==> src/rtl/coal_pkg.sv <==
package coal_pkg;

  typedef enum logic {
    CO_IDLE = 1'b0,
    CO_EMIT = 1'b1
  } co_state_e;

  function automatic int unsigned idx_width(input int unsigned n);
    return (n > 1) ? $clog2(n) : 1;
  endfunction

endpackage

==> src/rtl/coal_lowest_pick.sv <==
module coal_lowest_pick #(
  parameter int unsigned N = 8,
  localparam int unsigned IW = coal_pkg::idx_width(N)
) (
  input  logic [N-1:0]  vec,
  output logic          any,
  output logic [IW-1:0] idx
);

  always_comb begin
    any = |vec;
    idx = '0;
    for (int i = N - 1; i >= 0; i--) begin
      if (vec[i]) idx = IW'(i);
    end
  end

endmodule

==> src/rtl/coal_segment_group.sv <==
module coal_segment_group #(
  parameter int unsigned NT     = 8,
  parameter int unsigned AW     = 32,
  parameter int unsigned SEG_LG = 7,
  localparam int unsigned SW    = AW - SEG_LG,
  localparam int unsigned LW    = coal_pkg::idx_width(NT)
) (
  input  logic [NT-1:0]    remain,
  input  logic [NT*AW-1:0] addr_flat,
  output logic             any,
  output logic [NT-1:0]    grp_mask,
  output logic [AW-1:0]    seg_base
);

  logic [SW-1:0] seg [NT];
  logic [SW-1:0] lead_seg;
  logic [LW-1:0] lead_idx;

  coal_lowest_pick #(.N(NT)) u_lead (
    .vec (remain),
    .any (any),
    .idx (lead_idx)
  );

  genvar g;
  generate
    for (g = 0; g < NT; g++) begin : g_lane
      assign seg[g]      = addr_flat[g*AW + SEG_LG +: SW];
      assign grp_mask[g] = remain[g] && (seg[g] == lead_seg);
    end
  endgenerate

  always_comb begin
    lead_seg = '0;
    for (int i = 0; i < NT; i++) begin
      if (lead_idx == LW'(i)) lead_seg = seg[i];
    end
  end

  assign seg_base = {lead_seg, {SEG_LG{1'b0}}};

endmodule

==> src/rtl/coal_pending_table.sv <==
module coal_pending_table #(
  parameter int unsigned DEPTH = 4,
  parameter int unsigned CNT_W = 4,
  parameter int unsigned WID_W = 4,
  localparam int unsigned IW   = coal_pkg::idx_width(DEPTH)
) (
  input  logic             clk,
  input  logic             rst_n,
  input  logic             alloc_en,
  input  logic [WID_W-1:0] alloc_wid,
  input  logic             alloc_open,
  output logic             free_any,
  output logic [IW-1:0]    free_idx,
  input  logic             inc_en,
  input  logic [IW-1:0]    inc_tag,
  input  logic             inc_last,
  input  logic             dec_en,
  input  logic [IW-1:0]    dec_tag,
  output logic             done_valid,
  output logic [IW-1:0]    done_tag,
  output logic [WID_W-1:0] done_wid
);

  logic [DEPTH-1:0] vld_q, vld_d;
  logic [DEPTH-1:0] open_q, open_d;
  logic [CNT_W-1:0] cnt_q [DEPTH];
  logic [CNT_W-1:0] cnt_d [DEPTH];
  logic [WID_W-1:0] wid_q [DEPTH];
  logic [DEPTH-1:0] retire_vec;
  logic [DEPTH-1:0] wid_en;

  genvar g;
  generate
    for (g = 0; g < DEPTH; g++) begin : g_ret
      assign retire_vec[g] = vld_q[g] && !open_q[g] && (cnt_q[g] == '0);
      assign wid_en[g]     = alloc_en && (free_idx == IW'(g));
    end
  endgenerate

  coal_lowest_pick #(.N(DEPTH)) u_free (
    .vec (~vld_q),
    .any (free_any),
    .idx (free_idx)
  );

  coal_lowest_pick #(.N(DEPTH)) u_retire (
    .vec (retire_vec),
    .any (done_valid),
    .idx (done_tag)
  );

  always_comb begin
    done_wid = '0;
    for (int e = 0; e < DEPTH; e++) begin
      if (done_tag == IW'(e)) done_wid = wid_q[e];
    end
  end

  always_comb begin
    vld_d  = vld_q;
    open_d = open_q;
    for (int e = 0; e < DEPTH; e++) begin
      cnt_d[e] = cnt_q[e];
      if (done_valid && done_tag == IW'(e)) vld_d[e] = 1'b0;
      if (wid_en[e]) begin
        vld_d[e]  = 1'b1;
        open_d[e] = alloc_open;
        cnt_d[e]  = '0;
      end else begin
        if (inc_en && inc_tag == IW'(e)) begin
          cnt_d[e] = cnt_d[e] + CNT_W'(1);
          if (inc_last) open_d[e] = 1'b0;
        end
        if (dec_en && dec_tag == IW'(e)) cnt_d[e] = cnt_d[e] - CNT_W'(1);
      end
    end
  end

  always_ff @(posedge clk or negedge rst_n) begin
    if (!rst_n) begin
      vld_q  <= '0;
      open_q <= '0;
      for (int e = 0; e < DEPTH; e++) cnt_q[e] <= '0;
    end else begin
      vld_q  <= vld_d;
      open_q <= open_d;
      for (int e = 0; e < DEPTH; e++) cnt_q[e] <= cnt_d[e];
    end
  end

  always_ff @(posedge clk) begin
    for (int e = 0; e < DEPTH; e++) begin
      if (wid_en[e]) wid_q[e] <= alloc_wid;
    end
  end

endmodule

==> src/rtl/mem_coalescer.sv <==
module mem_coalescer #(
  parameter int unsigned NUM_THREADS = 8,
  parameter int unsigned ADDR_W      = 32,
  parameter int unsigned SEG_LG      = 7,
  parameter int unsigned TABLE_DEPTH = 4,
  parameter int unsigned WID_W       = 4,
  parameter int unsigned SIZE_W      = 2,
  localparam int unsigned TAG_W      = coal_pkg::idx_width(TABLE_DEPTH),
  localparam int unsigned CNT_W      = $clog2(NUM_THREADS + 1)
) (
  input  logic                          clk,
  input  logic                          rst_n,
  input  logic                          req_valid,
  output logic                          req_ready,
  input  logic [WID_W-1:0]              req_wid,
  input  logic [SIZE_W-1:0]             req_size,
  input  logic [NUM_THREADS-1:0]        req_mask,
  input  logic [NUM_THREADS*ADDR_W-1:0] req_addr,
  output logic                          tx_valid,
  input  logic                          tx_ready,
  output logic [ADDR_W-1:0]             tx_base,
  output logic [NUM_THREADS-1:0]        tx_tmask,
  output logic [SIZE_W-1:0]             tx_size,
  output logic [TAG_W-1:0]              tx_tag,
  input  logic                          rsp_valid,
  input  logic [TAG_W-1:0]              rsp_tag,
  output logic                          done_valid,
  output logic [WID_W-1:0]              done_wid,
  output logic [TAG_W-1:0]              done_tag
);

  import coal_pkg::*;

  // reset: asserted asynchronously, released on a clock edge
  logic [1:0] rst_sync_q;
  logic       rst_int_n;

  always_ff @(posedge clk or negedge rst_n) begin
    if (!rst_n) rst_sync_q <= 2'b00;
    else        rst_sync_q <= {rst_sync_q[0], 1'b1};
  end
  assign rst_int_n = rst_sync_q[1];

  co_state_e                     state_q, state_d;
  logic [NUM_THREADS-1:0]        remain_q, remain_d;
  logic [NUM_THREADS*ADDR_W-1:0] addr_q;
  logic [SIZE_W-1:0]             size_q;
  logic [TAG_W-1:0]              tag_q;

  logic                   load_en;
  logic                   tx_fire;
  logic                   last_tx;
  logic                   grp_any;
  logic [NUM_THREADS-1:0] grp_mask;
  logic [NUM_THREADS-1:0] remain_after;
  logic                   free_any;
  logic [TAG_W-1:0]       free_idx;

  coal_segment_group #(
    .NT     (NUM_THREADS),
    .AW     (ADDR_W),
    .SEG_LG (SEG_LG)
  ) u_group (
    .remain    (remain_q),
    .addr_flat (addr_q),
    .any       (grp_any),
    .grp_mask  (grp_mask),
    .seg_base  (tx_base)
  );

  coal_pending_table #(
    .DEPTH (TABLE_DEPTH),
    .CNT_W (CNT_W),
    .WID_W (WID_W)
  ) u_table (
    .clk        (clk),
    .rst_n      (rst_int_n),
    .alloc_en   (load_en),
    .alloc_wid  (req_wid),
    .alloc_open (|req_mask),
    .free_any   (free_any),
    .free_idx   (free_idx),
    .inc_en     (tx_fire),
    .inc_tag    (tag_q),
    .inc_last   (last_tx),
    .dec_en     (rsp_valid),
    .dec_tag    (rsp_tag),
    .done_valid (done_valid),
    .done_tag   (done_tag),
    .done_wid   (done_wid)
  );

  assign req_ready    = (state_q == CO_IDLE) && free_any;
  assign load_en      = req_valid && req_ready;
  assign tx_valid     = (state_q == CO_EMIT) && grp_any;
  assign tx_fire      = tx_valid && tx_ready;
  assign remain_after = remain_q & ~grp_mask;
  assign last_tx      = (remain_after == '0);
  assign tx_tmask     = grp_mask;
  assign tx_size      = size_q;
  assign tx_tag       = tag_q;

  always_comb begin
    state_d  = state_q;
    remain_d = remain_q;
    if (load_en) begin
      remain_d = req_mask;
      state_d  = (|req_mask) ? CO_EMIT : CO_IDLE;
    end else if (tx_fire) begin
      remain_d = remain_after;
      if (last_tx) state_d = CO_IDLE;
    end
  end

  always_ff @(posedge clk or negedge rst_int_n) begin
    if (!rst_int_n) begin
      state_q  <= CO_IDLE;
      remain_q <= '0;
    end else begin
      state_q  <= state_d;
      remain_q <= remain_d;
    end
  end

  always_ff @(posedge clk) begin
    if (load_en) begin
      addr_q <= req_addr;
      size_q <= req_size;
      tag_q  <= free_idx;
    end
  end

endmodule

==> config.mk <==
export PLATFORM = sky130hd
export DESIGN_NAME = mem_coalescer
export DESIGN_NICKNAME = d
export VERILOG_FILES = /design/src/rtl/coal_pkg.sv /design/src/rtl/coal_lowest_pick.sv /design/src/rtl/coal_segment_group.sv /design/src/rtl/coal_pending_table.sv /design/src/rtl/mem_coalescer.sv
export SDC_FILE = /design/constraint.sdc
export NUM_CORES = 1
export LEC_CHECK = 0
export BUFFER_PORTS_ARGS = -buffer_cell sky130_fd_sc_hd__buf_2
export CORE_AREA = 2 2 185 187
export DETAILED_ROUTE_END_ITERATION = 6
export DIE_AREA = 0 0 187 189
export PLACE_DENSITY = 0.74
export SLEW_MARGIN = 20
export SYNTH_ARGS = -nofsm -noshare
export SYNTH_HDL_FRONTEND = slang
export SYNTH_SLANG_ARGS = --single-unit
==> constraint.sdc <==
create_clock -name clk -period 6.6 [get_ports clk]
set_input_delay 0.66 -clock clk [delete_from_list [all_inputs] [get_ports clk]]
set_output_delay 0.66 -clock clk [all_outputs]
set_load 0.05 [all_outputs]
=== After elaboration in Yosys (flattened, before gate mapping) ===
Memory sizes are Yosys's and may differ from the RTL's.
Cells that the tools add are included.
Widths: inputs -> output; s select.

* Equality and inequality tests: 27
* $add $sub $neg: 8
* Reduce and logical (&&, ||, !) cells: 76
* Muxes and demuxes: 83
* Bitwise logic cells: 4

{| class="wikitable"
|+ Operators with widths
! cell !! number
|-
| $eq 25x25->1 || 8
|-
| $mux 25 || 8
|-
| $mux 4 || 23
|-
| $logic_and 1x1->1 || 36
|-
| $mux 1 || 31
|-
| $reduce_bool 2->1 || 14
|-
| $mux 3 || 8
|-
| $mux 2 || 11
|-
| $reduce_or 4->1 || 5
|-
| $add 4x1->4 const B || 4
|-
| $eq 2x2->1 const B || 8
|-
| $logic_not 4->1 || 4
|-
| $mux 8 || 2
|-
| $reduce_or 8->1 || 2
|-
| $sub 4x1->4 const B || 4
|-
| $eq 3x3->1 const B || 4
|-
| $reduce_and 2->1 || 5
|-
| $and 8x8->8 || 1
|-
| $eq 2x1->1 const B || 4
|-
| $logic_not 2->1 || 4
|-
| $logic_not 8->1 || 1
|-
| $not 8->8 || 1
|-
| $eq 3x2->1 const B || 2
|-
| $logic_not 1->1 || 4
|-
| 4 further kinds || 4
|}

* Register bits after elaboration: 295
* Memories kept: 1
* Memory bits (writable): 16
* Word-level logic and storage cells: 217
* Output and inout port bits: 53
* Input port bits: 277

{| class="wikitable"
|+ Memories
! name !! words !! width !! rd ports !! clocked after Yosys merged registers in !! wr ports !! line !! text
|-
| u_table.wid_q || 4 || 4 || 4 || 0 || 1 || coal_pending_table.sv:28 || <nowiki>logic [WID_W-1:0] wid_q [DEPTH];</nowiki>
|}

=== Logic depth before layout (Yosys ltp) ===
Gate-level depths: netlist of the first run.

* Depth in word-level cells: 25
* Depth in mapped cells: 18
* Gate-level depth less buffers: 13

=== Cells and area by module ===
A second synthesis of the first run with hierarchy kept.

* Cells, all modules: 1221
* Area total of the unflattened synthesis: 15760.1 um^2

{| class="wikitable"
|+ Modules (own cells, without submodules)
! module !! area each (um^2) !! cells an instance !! sequential area each (um^2) !! times used
|-
| mem_coalescer || 8415.6 || 314 || 8082.8 || 1
|-
| coal_segment_group || 4949.7 || 664 || 0.0 || 1
|-
| coal_pending_table || 2243.4 || 216 || 1081.0 || 1
|-
| coal_lowest_pick at u_group.u_lead || 81.3 || 13 || 0.0 || 1
|-
| coal_lowest_pick at u_table.u_free ... || 35.0 || 7 || 0.0 || 2
|}

=== Worst setup path before layout of the first run ===
No wires, ideal clock.

* Path kind: register to register
* Start: reg u_table.vld_q[0]
* End: reg state_q
* Cell stages (with the launch flop): 7
* Data arrival time: 8250 ps
* Clock period less this slack: 8350 ps
* Setup slack: -1750 ps
* Setup time: 100 ps
* Path buffers: 2
* Required time: 6500 ps
* Cells stage by stage: dfrtp_1 -> clkbuf_1 -> a41oi_1 -> nand2_1 -> inv_1 -> clkbuf_1 -> a22o_1

* Cells in the longest elaborated chain, start to end: 6
* Elaborated cells between the ends (all ways): 8
* Those cells by class: mux (1); bitwise (1); reduce/logical (6)

{| class="wikitable"
|+ Ends and longest elaborated chain
! what !! line !! text
|-
| start: declaration || coal_pending_table.sv:24 || <nowiki>logic [DEPTH-1:0] vld_q, vld_d;</nowiki>
|-
| start signal: assignment || coal_pending_table.sv:85 || <nowiki>vld_q <= vld_d;</nowiki>
|-
| $not 4->4 (*) || coal_pending_table.sv:41 || <nowiki>.vec (~vld_q),</nowiki>
|-
| $reduce_or 4->1 (*) || coal_lowest_pick.sv:11 || <nowiki>any = |vec;</nowiki>
|-
| $logic_and 1x1->1 (*) || mem_coalescer.sv:93 || <nowiki>assign req_ready = (state_q == CO_IDLE) && free_any;</nowiki>
|-
| via req_ready || mem_coalescer.sv:14 || <nowiki>output logic req_ready,</nowiki>
|-
| $logic_and 1x1->1 (*) || mem_coalescer.sv:94 || <nowiki>assign load_en = req_valid && req_ready;</nowiki>
|-
| via load_en || mem_coalescer.sv:50 || <nowiki>logic load_en;</nowiki>
|-
| $reduce_bool 2->1 (no line) || - ||
|-
| $reduce_and 2->1 (no line) || - ||
|-
| end signal: assignment || mem_coalescer.sv:120 || <nowiki>state_q <= state_d;</nowiki>
|-
| end: declaration || mem_coalescer.sv:44 || <nowiki>co_state_e state_q, state_d;</nowiki>
|}

Mark *: on every way through the listed nets, which the timed path passes. The rest lies on a longest branch.
A chain may end at the register's enable or synchronous reset.

=== Worst setup path after layout of the first run ===
* Start: reg remain_q[5]
* End: out tx_tmask[1]

* Cells in the longest elaborated chain, start to end: 17
* Elaborated cells between the ends (all ways): 24
* Those cells by class: eq/ne (8); mux (14); reduce/logical (2)

{| class="wikitable"
|+ Ends and longest elaborated chain
! what !! line !! text
|-
| start: declaration || mem_coalescer.sv:45 || <nowiki>logic [NUM_THREADS-1:0] remain_q, remain_d;</nowiki>
|-
| start signal: assignment || mem_coalescer.sv:121 || <nowiki>remain_q <= remain_d;</nowiki>
|-
| $mux 3 (*) (6 in series) || coal_lowest_pick.sv:14 || <nowiki>if (vec[i]) idx = IW'(i);</nowiki>
|-
| $logic_not 3->1 || coal_segment_group.sv:36 || <nowiki>if (lead_idx == LW'(i)) lead_seg = seg[i];</nowiki>
|-
| $mux 25 (7 in series) || coal_segment_group.sv:36 ||
|-
| $mux 25 (*) || coal_segment_group.sv:36 ||
|-
| $eq 25x25->1 (*) || coal_segment_group.sv:29 || <nowiki>assign grp_mask[g] = remain[g] && (seg[g] == lead_seg);</nowiki>
|-
| $logic_and 1x1->1 (*) || coal_segment_group.sv:29 ||
|-
| end: declaration || mem_coalescer.sv:22 || <nowiki>output logic [NUM_THREADS-1:0] tx_tmask,</nowiki>
|}

Every way passes the cells marked *; elsewhere a longest branch is shown, timed or not.

==> results of run 1 <==
==> registers in the layout (all words and copies together), names as in the netlist <==
signal,flops
u_table.open_q,4
tx_size,2
remain_q,8
u_table.cnt_q,16
u_table.wid_q,16
addr_q,200
state_q,1
u_table.vld_q,4
rst_sync_q,2
tx_tag,2
==> metal layers <==
layer | wire (µm) | part of all wire, % | GRT usage [%]
met5 | 0 | 0 | 0
met4 | 3830 | 6.0 | 18.1
met3 | 6760 | 11 | 7.66
met2 | 27800 | 43 | 54.6
met1 | 25800 | 40 | 47.8
==> final cells by class <==
type	instances	area, µm²
Timing Repair Buffer	350	1980
Inverter	66	255
Multi-Input combinational cell	1008	6760
Fill cell	2961	15400
Sequential cell	255	7480
Antenna cell	1	2.50
Tap cell	448	561
Clock inverter	18	180
Clock buffer	31	691
==> worst max-delay path by stage <==
stage,to,cells past startpoint,from
2_1_floorplan,tx_tmask[2],14,remain_q[2]
3_3_place_gp,tx_tmask[1],13,remain_q[5]
3_5_place_dp,tx_tmask[2],10,remain_q[3]
4_1_cts,tx_tmask[2],10,remain_q[3]
5_1_grt,tx_tmask[1],13,remain_q[5]
6_report,tx_tmask[1],13,remain_q[5]
==> synthesized netlist by cell type (17+ instances only) <==
master | number | share of area, %
a21oi_1 | 73 | 2.5
nand4_1 | 44 | 1.9
edfxtp_1 | 220 | 45
buf_2 | 21 | 0.71
xnor2_1 | 58 | 3.4
mux2i_1 | 26 | 1.8
dfrtp_1 | 35 | 5.9
nand2_1 | 123 | 3.1
clkbuf_1 | 37 | 0.94
nor4_1 | 19 | 0.80
o21ai_0 | 46 | 1.6
a22oi_1 | 25 | 1.3
nor3_1 | 33 | 1.1
nand3_1 | 26 | 0.88
inv_1 | 66 | 1.7
nor2_1 | 82 | 2.1
xor2_1 | 64 | 3.8
o22ai_1 | 28 | 1.2
or3_1 | 17 | 0.72
==> timing repair <==
item | CTS | global route
hold buffers | 1 | 0
endpoints found under the hold margin | 2 | 0
buffers inserted | 0 | 0
==> placed cells by master (no fill, tap or decap), types with 14 or more instances in the layout <==
cell type	n
nor3_1	32
nand4_1	44
nor4_1	19
mux2i_1	26
clkbuf_16	27
a22oi_1	25
nand3_1	26
buf_4	82
a21oi_1	73
nor2b_1	15
xnor2_1	58
dfrtp_1	35
nand2_1	123
or3_1	17
buf_2	266
o22ai_1	28
edfxtp_1	220
xor2_1	64
a211oi_1	14
nor2_1	81
inv_1	65
o21ai_0	46
==> metrics by stage <==
| stage | util, % | hold WS (ps) | instance area, µm² | cells | worst slack (ps) |
|---|---|---|---|---|---|
| after floorplan | - | 331 | 14800 | 1406 | 609 |
| after global placement | 51.1 | 276 | 17000 | 2126 | 1140 |
| after detailed placement | 51.1 | 298 | 17000 | 2126 | 1110 |
| after CTS | 53.8 | 261 | 17900 | 2176 | 485 |
| after global routing | 53.8 | 262 | 17900 | 2176 | 120 |
| final | 53.8 | 280 | 17900 | 2177 | 244 |
==> logic make-up after synthesis <==
family	count (synthesis)	synth area share, %
AOI/OAI and AO/OA	377	18.4
xor gates and xnor gates	122	7.21
adders and majority gates	12	1.01
buffers and inverters	143	4.38
DFF	255	50.5
muxes	33	2.29
other	2	0.0507
and+or+nand+nor	456	16.1
==> summary.txt, run 1 <==
Floorplanning
  – IO Pins: between 300 and 400
  – Die X-Extent: approximately 190 µm
  – Site row count: 67
  – DIE AREA: around 35000 µm²
  – Die height: about 190 µm
  – Starting density of the core: between 40 and 50%
  – Core Area: 33300 µm²

Route
  – WL/cell: ~29 µm
  – DR iter-0 viols: approximately 2000
  – Total wire length: 64200 µm
  – Via count: 13830
  – DRC viols: 0
  – Router iterations before antenna repair: 6
  – Via density: ~6.4
  – DRT antenna net count: 0

Logic synthesis
  – Yosys reg bits: 255
  – Synth Cell Area: about 15000 µm²
  – Avg Inst Size Synth: 10.6 µm²
  – Warnings from Yosys: 0
  – Ys async rst share: a little over an eighth
  – Number of synthesized flops with an enable pin: 220
  – Synth Flop Type: edfxtp_1
  – Cells after synthesis: between 1000 and 1500
  – Post-synthesis sequential area ratio: approximately 50%
  – Number of distinct library cells after synthesis: 86

Setup path
  – Startpoint Class: flop
  – CP max-delay cell: o31ai_1
  – CP Capture Type: output port
  – RR Startpoint: remain_q[5]
  – Crit-path cells: or2_2 -> nand2_1 -> buf_4 -> o22ai_1 -> o31ai_1 -> nand2_1 -> a31oi_2 -> buf_4 -> xnor2_1 -> nor4_1 -> nand4_1 -> nor2_1 -> buf_2
  – R2R depth: 14
  – WP buf/inv: 3
  – Critical path fanouts, max: 12
  – Critical path's top delay family: simple AND/OR/NAND/NOR gates
  – Required time worst endpoint: between 5000 and 6000 ps
  – Worst Path Arrival: around 5700 ps
  – Worst R2R End: u_table.open_q[0]
  – Setup CP Type: reg2out
  – Crit-path max cell delay: around 980 ps
  – R2R setup slack: ~1000 ps

Finish
  – Layout area overhead: 20.8%
  – Layout cell share with drive strength beyond 1: between 20% and 30%
  – Layout Nets: 1997

Place
  – Routability cong.: between 1 and 1.5
  – Hpwl dp: around 51000 µm
  – IO buf count: between 200 and 300

Clock network
  – CTS root buf: clkbuf_16
  – H-tree lvl count: 1
  – CTS Buf Count: 27
  – Sink Count: 255
  – TritonCTS clock tree: built
  – Resized Gates After CTS: 0
  – CTS clk-pin slew, worst paths: about 60 ps
  – Worst skew pair latency: between 500 and 600 ps
  – Max Root-Sink Buffers: 3

Global routing
  – Vias in the first global route: between 10000 and 15000
  – Initial antenna violation count: 1
  – First-pass GRT wire length: ~92000 µm
  – All-Layer GR Usage: approximately 36%
  – Largest net degree at the start of global routing: 130
  – Grt total ovfl: 0

Hold path
  – Hold crit path type: reg2async

STA
  – Tmin final: about 6400 ps
  – Final setup fails: 0
  – RSZ-0062 raised after global routing: no
  – Highest Clock Rate: between 150 and 200 MHz
  – Max Clock Skew: approximately 8.5 ps
  – Fin crit share: 96.3%
  – Setup TNS: 0 ps
  – Final Max Slew Viols: 0
  – Least-Margin Pin Slew: 1130 ps
  – Rel. slew slack: about a quarter
  – Hold Violations, Final: 0

Job
  – Max Cap Viol: 0

Run status
  – Outcome: completed
Power of run 1 is left out: the tool's default activity adds up to more than one toggle a clock period on the data nets, which glitch-free logic cannot reach.
==> run 2, diff against run 1 <==
PLACE_DENSITY = 0.75   (was 0.74)
REMOVE_ABC_BUFFERS = 1   (was unset)
==> run 2 against run 1 <==
The run now ends with design-rule violations left. Die area did not move. Clock-buffer cell count rose by 6. Clock skew rose by 22 ps. Global-route usage fell by 2.2 points. Register-to-register slack got worse by 150 ps. Utilization fell by 0.24 points. First-iteration DRC count fell by 2.9%. Highest routed layer is now met5.
==> summary.txt, run 2 (same netlist as run 1, synthesis figures left out) <==
Finish
  – Layout area overhead: 20.3%
  – Reg with most FFs: addr_q
  – Layout cell share with drive strength beyond 1: ~25%
  – Regs by FF count: addr_q (200), u_table.cnt_q (16), u_table.wid_q (16)
  – Most frequent cells in the layout: 266 x buf_2, 220 x edfxtp_1, 123 x nand2_1, 81 x nor2_1, 73 x a21oi_1
  – Fill count: slightly below 3000
  – Max reg flops: 200
  – Layout Nets: a little under 2000
  – Most common cell after layout, fill and taps aside: buf_2

Run status
  – Violated checks: design-rule violations
  – Outcome: complete, but fails checks

Floorplanning
  – Site row count: between 60 and 70
  – DIE AREA: 35300 µm²
  – Die X-Extent: ~190 µm
  – Die height: 189 µm
  – Core Area: between 30000 and 40000 µm²
  – IO Pins: between 300 and 400
  – Starting density of the core: 44.5%

Place
  – IO buf count: around 270
  – Post-Place Worst Slack: approximately 960 ps
  – Routability cong.: around 1.0
  – Hpwl dp: 47100 µm

Setup path
  – Crit-path max cell delay: around 940 ps
  – Crit-path cells: or4_1 -> o31ai_4 -> nand4_1 -> a221oi_1 -> a21oi_2 -> xnor2_1 -> or4_1 -> or2_2 -> nor4_1 -> buf_2
  – CP Capture Type: output port
  – Required time worst endpoint: slightly below 6000 ps
  – WP buf/inv: 1
  – Setup CP Type: reg2out
  – CP max-delay cell: o31ai_4
  – Most used cell, CP: or4_1
  – Critical path fanouts, max: 17
  – Critical path's top delay family: simple AND/OR/NAND/NOR gates
  – Worst Path Arrival: about 5700 ps
  – Startpoint Class: flop

Hold path
  – Hold crit path type: in2reg

STA
  – Hold Violations, Final: 0
  – Final Max Slew Viols: 0
  – Setup WS post-layout: approximately 210 ps
  – Final setup fails: 0
  – Least-Margin Pin Slew: 1140 ps
  – Fin crit share: 96.8%
  – Tmin final: 6390 ps
  – Hold Slack: ~270 ps
  – Rel. slew slack: around a quarter
  – Highest Clock Rate: about 160 MHz
  – Max Clock Skew: just over 30 ps
  – RSZ-0062 raised after global routing: no
  – Setup TNS: 0 ps

Global routing
  – Initial antenna violation count: 2
  – All-Layer GR Usage: between 30 and 40%
  – Largest net degree at the start of global routing: 136
  – First-pass GRT wire length: a little under 90000 µm
  – Vias in the first global route: about 13000
  – Grt total ovfl: 0

Route
  – WL/cell: roughly 28 µm
  – Via density: approximately 6.4
  – DRT antenna net count: 0
  – Total wire length: approximately 61000 µm
  – Via count: between 10000 and 15000
  – DRC viols: 2
  – DR iter-0 viols: around 1900
  – Router iterations before antenna repair: 7

Clock network
  – Sink Count: ~260
  – Worst skew pair latency: between 500 and 600 ps
  – CTS clk-pin slew, worst paths: approximately 60 ps
  – H-tree lvl count: 1
  – CTS root buf: clkbuf_16
  – CTS Buf Count: 27
  – TritonCTS clock tree: built
  – Max Root-Sink Buffers: 3

Job
  – Max Cap Viol: 0
[run 2: final cells by class]
type / count / area, µm² / area share [%]
Tap cell: 448 / 561 / 3.14
Clock buffer: 37 / 733 / 4.11
Multi-Input combinational cell: 1008 / 6770 / 38.0
Inverter: 66 / 255 / 1.43
Clock inverter: 11 / 141 / 0.793
Sequential cell: 255 / 7480 / 42.0
Timing Repair Buffer: 336 / 1880 / 10.6
Antenna cell: 1 / 2.50 / 0.0140
[run 2: worst paths after layout]
| kind | end | slack (ps) | cells past startpoint | from |
|---|---|---|---|---|
| worst max-delay path | tx_tmask[2] | 210 | 10 | remain_q[7] |
| worst min-delay path | addr_q[207] | 270 | 1 | req_addr[207] |
| worst max register to register | u_table.open_q[0] | 890 | 13 | remain_q[7] |
| worst min register to register | u_table.cnt_q[5] | 300 | 1 | rst_sync_q[1] |
| max in group asynchronous | u_table.vld_q[2] | 5990 | 1 | rst_sync_q[1] |
| min in group asynchronous | u_table.cnt_q[5] | 300 | 1 | rst_sync_q[1] |
[run 2: what timing repair did]
action | in CTS | in global routing
resized for setup | 0 | 0
setup buffers | 0 | 0
hold buffers | 1 | 0
hold endpoints to repair | 2 | 0
[run 2: through the flow]
step	util [%]	cell area, µm²	instances
floorplan	-	14400	1329
global placement	50.9	16900	2112
detailed placement	50.9	16900	2112
CTS	53.5	17800	2161
global route	53.6	17800	2161
finish	53.6	17800	2162
[run 2: metal layers]
layer | GRT usage (%) | routed length, µm
met3 | 7.36 | 6890
met5 | 0 | 13
met4 | 15.0 | 3080
met2 | 51.6 | 26500
met1 | 45.1 | 24000
Power of run 2 is left out for the same reason.
==> run 3, diff against run 2 <==
CORE_AREA = 2 2 226 139   (was 2 2 185 187)
DIE_AREA = 0 0 228 141   (was 0 0 187 189)
PLACE_DENSITY = 0.81   (was 0.75)
SLEW_MARGIN = unset   (was 20)
==> run 3 against run 2 <==
The run ends with negative setup slack left. Hold slack got worse by 6.1 ps. Fmax down 3.7%. Setup slack worse by 250 ps. Utilization grew 4.0 points. Highest routed layer is now met4. Die area down 9.0%. Critical endpoint unchanged. Final area down 1.8%. Final cell count shrank 2.8%. Routed wire length up 4.3%. Via count grew 2.0%. Clock-buffer cell count is 12 lower. Critical path depth rose by 2. First-iteration DRC count increased by 25%.
==> summary.txt, run 3 (same netlist as run 1, synthesis figures left out) <==
STA
  – Final setup fails: 1
  – RSZ-0062 raised after global routing: no
  – Hold Violations, Final: 0
  – Setup TNS: -34.0 ps
  – Setup WS post-layout: -34.0 ps
  – Least-Margin Pin Slew: 1300 ps
  – Fin crit share: 101%
  – Max Clock Skew: roughly 15 ps
  – Highest Clock Rate: roughly 150 MHz
  – Final Max Slew Viols: 0
  – Tmin final: between 6000 and 7000 ps
  – Rel. slew slack: a little over an eighth

Clock network
  – H-tree lvl count: 1
  – TritonCTS clock tree: built
  – Setup bufs post-CTS: 0
  – Sink Count: approximately 260
  – Max Root-Sink Buffers: 3
  – CTS root buf: clkbuf_16
  – CTS Buf Count: 23
  – Worst skew pair latency: 560 ps
  – CTS clk-pin slew, worst paths: ~70 ps

Setup path
  – R2R depth: 13
  – CP max-delay cell: a2111oi_0
  – WP buf/inv: 2
  – Worst Path Arrival: roughly 6000 ps
  – Crit-path cells: or4_1 -> o31ai_2 -> buf_4 -> nand4_1 -> a2111oi_0 -> a211oi_1 -> a2111oi_0 -> nand4_1 -> nor4_2 -> nand2_1 -> nor4_1 -> buf_2
  – Crit-path max cell delay: roughly 870 ps
  – Critical Path Stages: 12
  – Critical path's top delay family: simple AND/OR/NAND/NOR gates
  – Startpoint Class: flop
  – CP Capture Type: output port
  – Critical path fanouts, max: 15
  – Setup CP Type: reg2out
  – Required time worst endpoint: a little under 6000 ps

Floorplanning
  – Die height: roughly 140 µm
  – Die X-Extent: around 230 µm
  – Site row count: 50
  – IO Pins: 330
  – Core Area: slightly above 30000 µm²
  – Starting density of the core: about half
  – DIE AREA: roughly 32000 µm²

Place
  – Post-Place Worst Slack: just under 1000 ps
  – Routability cong.: between 1 and 1.5
  – IO buf count: ~270
  – Hpwl dp: roughly 50000 µm
  – Area after DPL: about 17000 µm²

Finish
  – Layout Nets: slightly below 2000
  – Layout cell share with drive strength beyond 1: 24.7%
  – Regs by FF count: addr_q (200), u_table.cnt_q (16), u_table.wid_q (16)
  – Most common cell after layout, fill and taps aside: buf_2
  – Max reg flops: 200
  – Post-route cell area: ~18000 µm²
  – Ant diodes: 0
  – Layout area overhead: 18.1%
  – Most frequent cells in the layout: 266 x buf_2, 220 x edfxtp_1, 123 x nand2_1, 82 x nor2_1, 73 x a21oi_1
  – Reg with most FFs: addr_q

Route
  – DRC viols: 0
  – Router iterations before antenna repair: 7
  – WL/cell: between 30 and 40 µm
  – Via count: between 10000 and 15000
  – DR iter-0 viols: 2384
  – DRT antenna net count: 0
  – Via density: 6.67
  – Total wire length: 63200 µm

Run status
  – Violated checks: negative setup slack
  – Outcome: complete, but fails checks

Global routing
  – First-pass GRT wire length: roughly 89000 µm
  – Initial antenna violation count: 1
  – Vias in the first global route: 13305
  – Largest net degree at the start of global routing: about 140
  – All-Layer GR Usage: approximately two fifths
  – Grt total ovfl: 0

Job
  – Max Cap Viol: 0

Hold path
  – Hold crit path type: reg2async
run 3: cell count changes in the layout (fill, tap and decap cells not counted), sizes merged:
cell      before  now
clkinvlp       1    4
diode          1    0
clkbuf        37   25
inv           68   67
buf          335  316
clkinv         5    7
run 3: repair_timing:
action,4_1_cts,5_1_grt
hold buffers,1,0
hold endpoints to repair,2,0
gates resized for setup,0,1
endpoints found under the setup margin,0,1
run 3: final timing paths:
check | startpoint | endpoint | slack (ps)
worst max-delay path | remain_q[5] | tx_tmask[2] | -30
worst min-delay path | rst_sync_q[1] | u_table.cnt_q[0] | 270
worst max register to register | remain_q[5] | u_table.open_q[1] | 680
worst min register to register | rst_sync_q[1] | u_table.cnt_q[0] | 270
max in group asynchronous | rst_sync_q[1] | u_table.cnt_q[10] | 6000
min in group clk | req_addr[245] | addr_q[245] | 270
run 3: cell type report:
cell class / instances / area, µm²
fillers: 2646 / 12900
flip-flops and latches: 255 / 7480
multi-input cells: 1008 / 6780
repair buffers: 317 / 1720
clock buffers: 25 / 583
well taps: 416 / 520
inverters: 66 / 255
clock inverters: 15 / 164
run 3: metrics by stage:
stage / util (%) / cells / hold WS (ps)
3_3_place_gp: 55.1 / 2061 / 286
5_1_grt: 57.6 / 2102 / 265
6_report: 57.6 / 2102 / 268
4_1_cts: 57.5 / 2102 / 260
2_1_floorplan: - / 1329 / 331
3_5_place_dp: 55.1 / 2061 / 293
run 3: per-layer routing:
layer  GRT usage [%]  part of all wire, %
met1            55.1                   41
met2            49.9                   37
met3            19.9                   18
met4            11.1                  3.5
met5               0                    0
Power of run 3 is left out for the same reason.
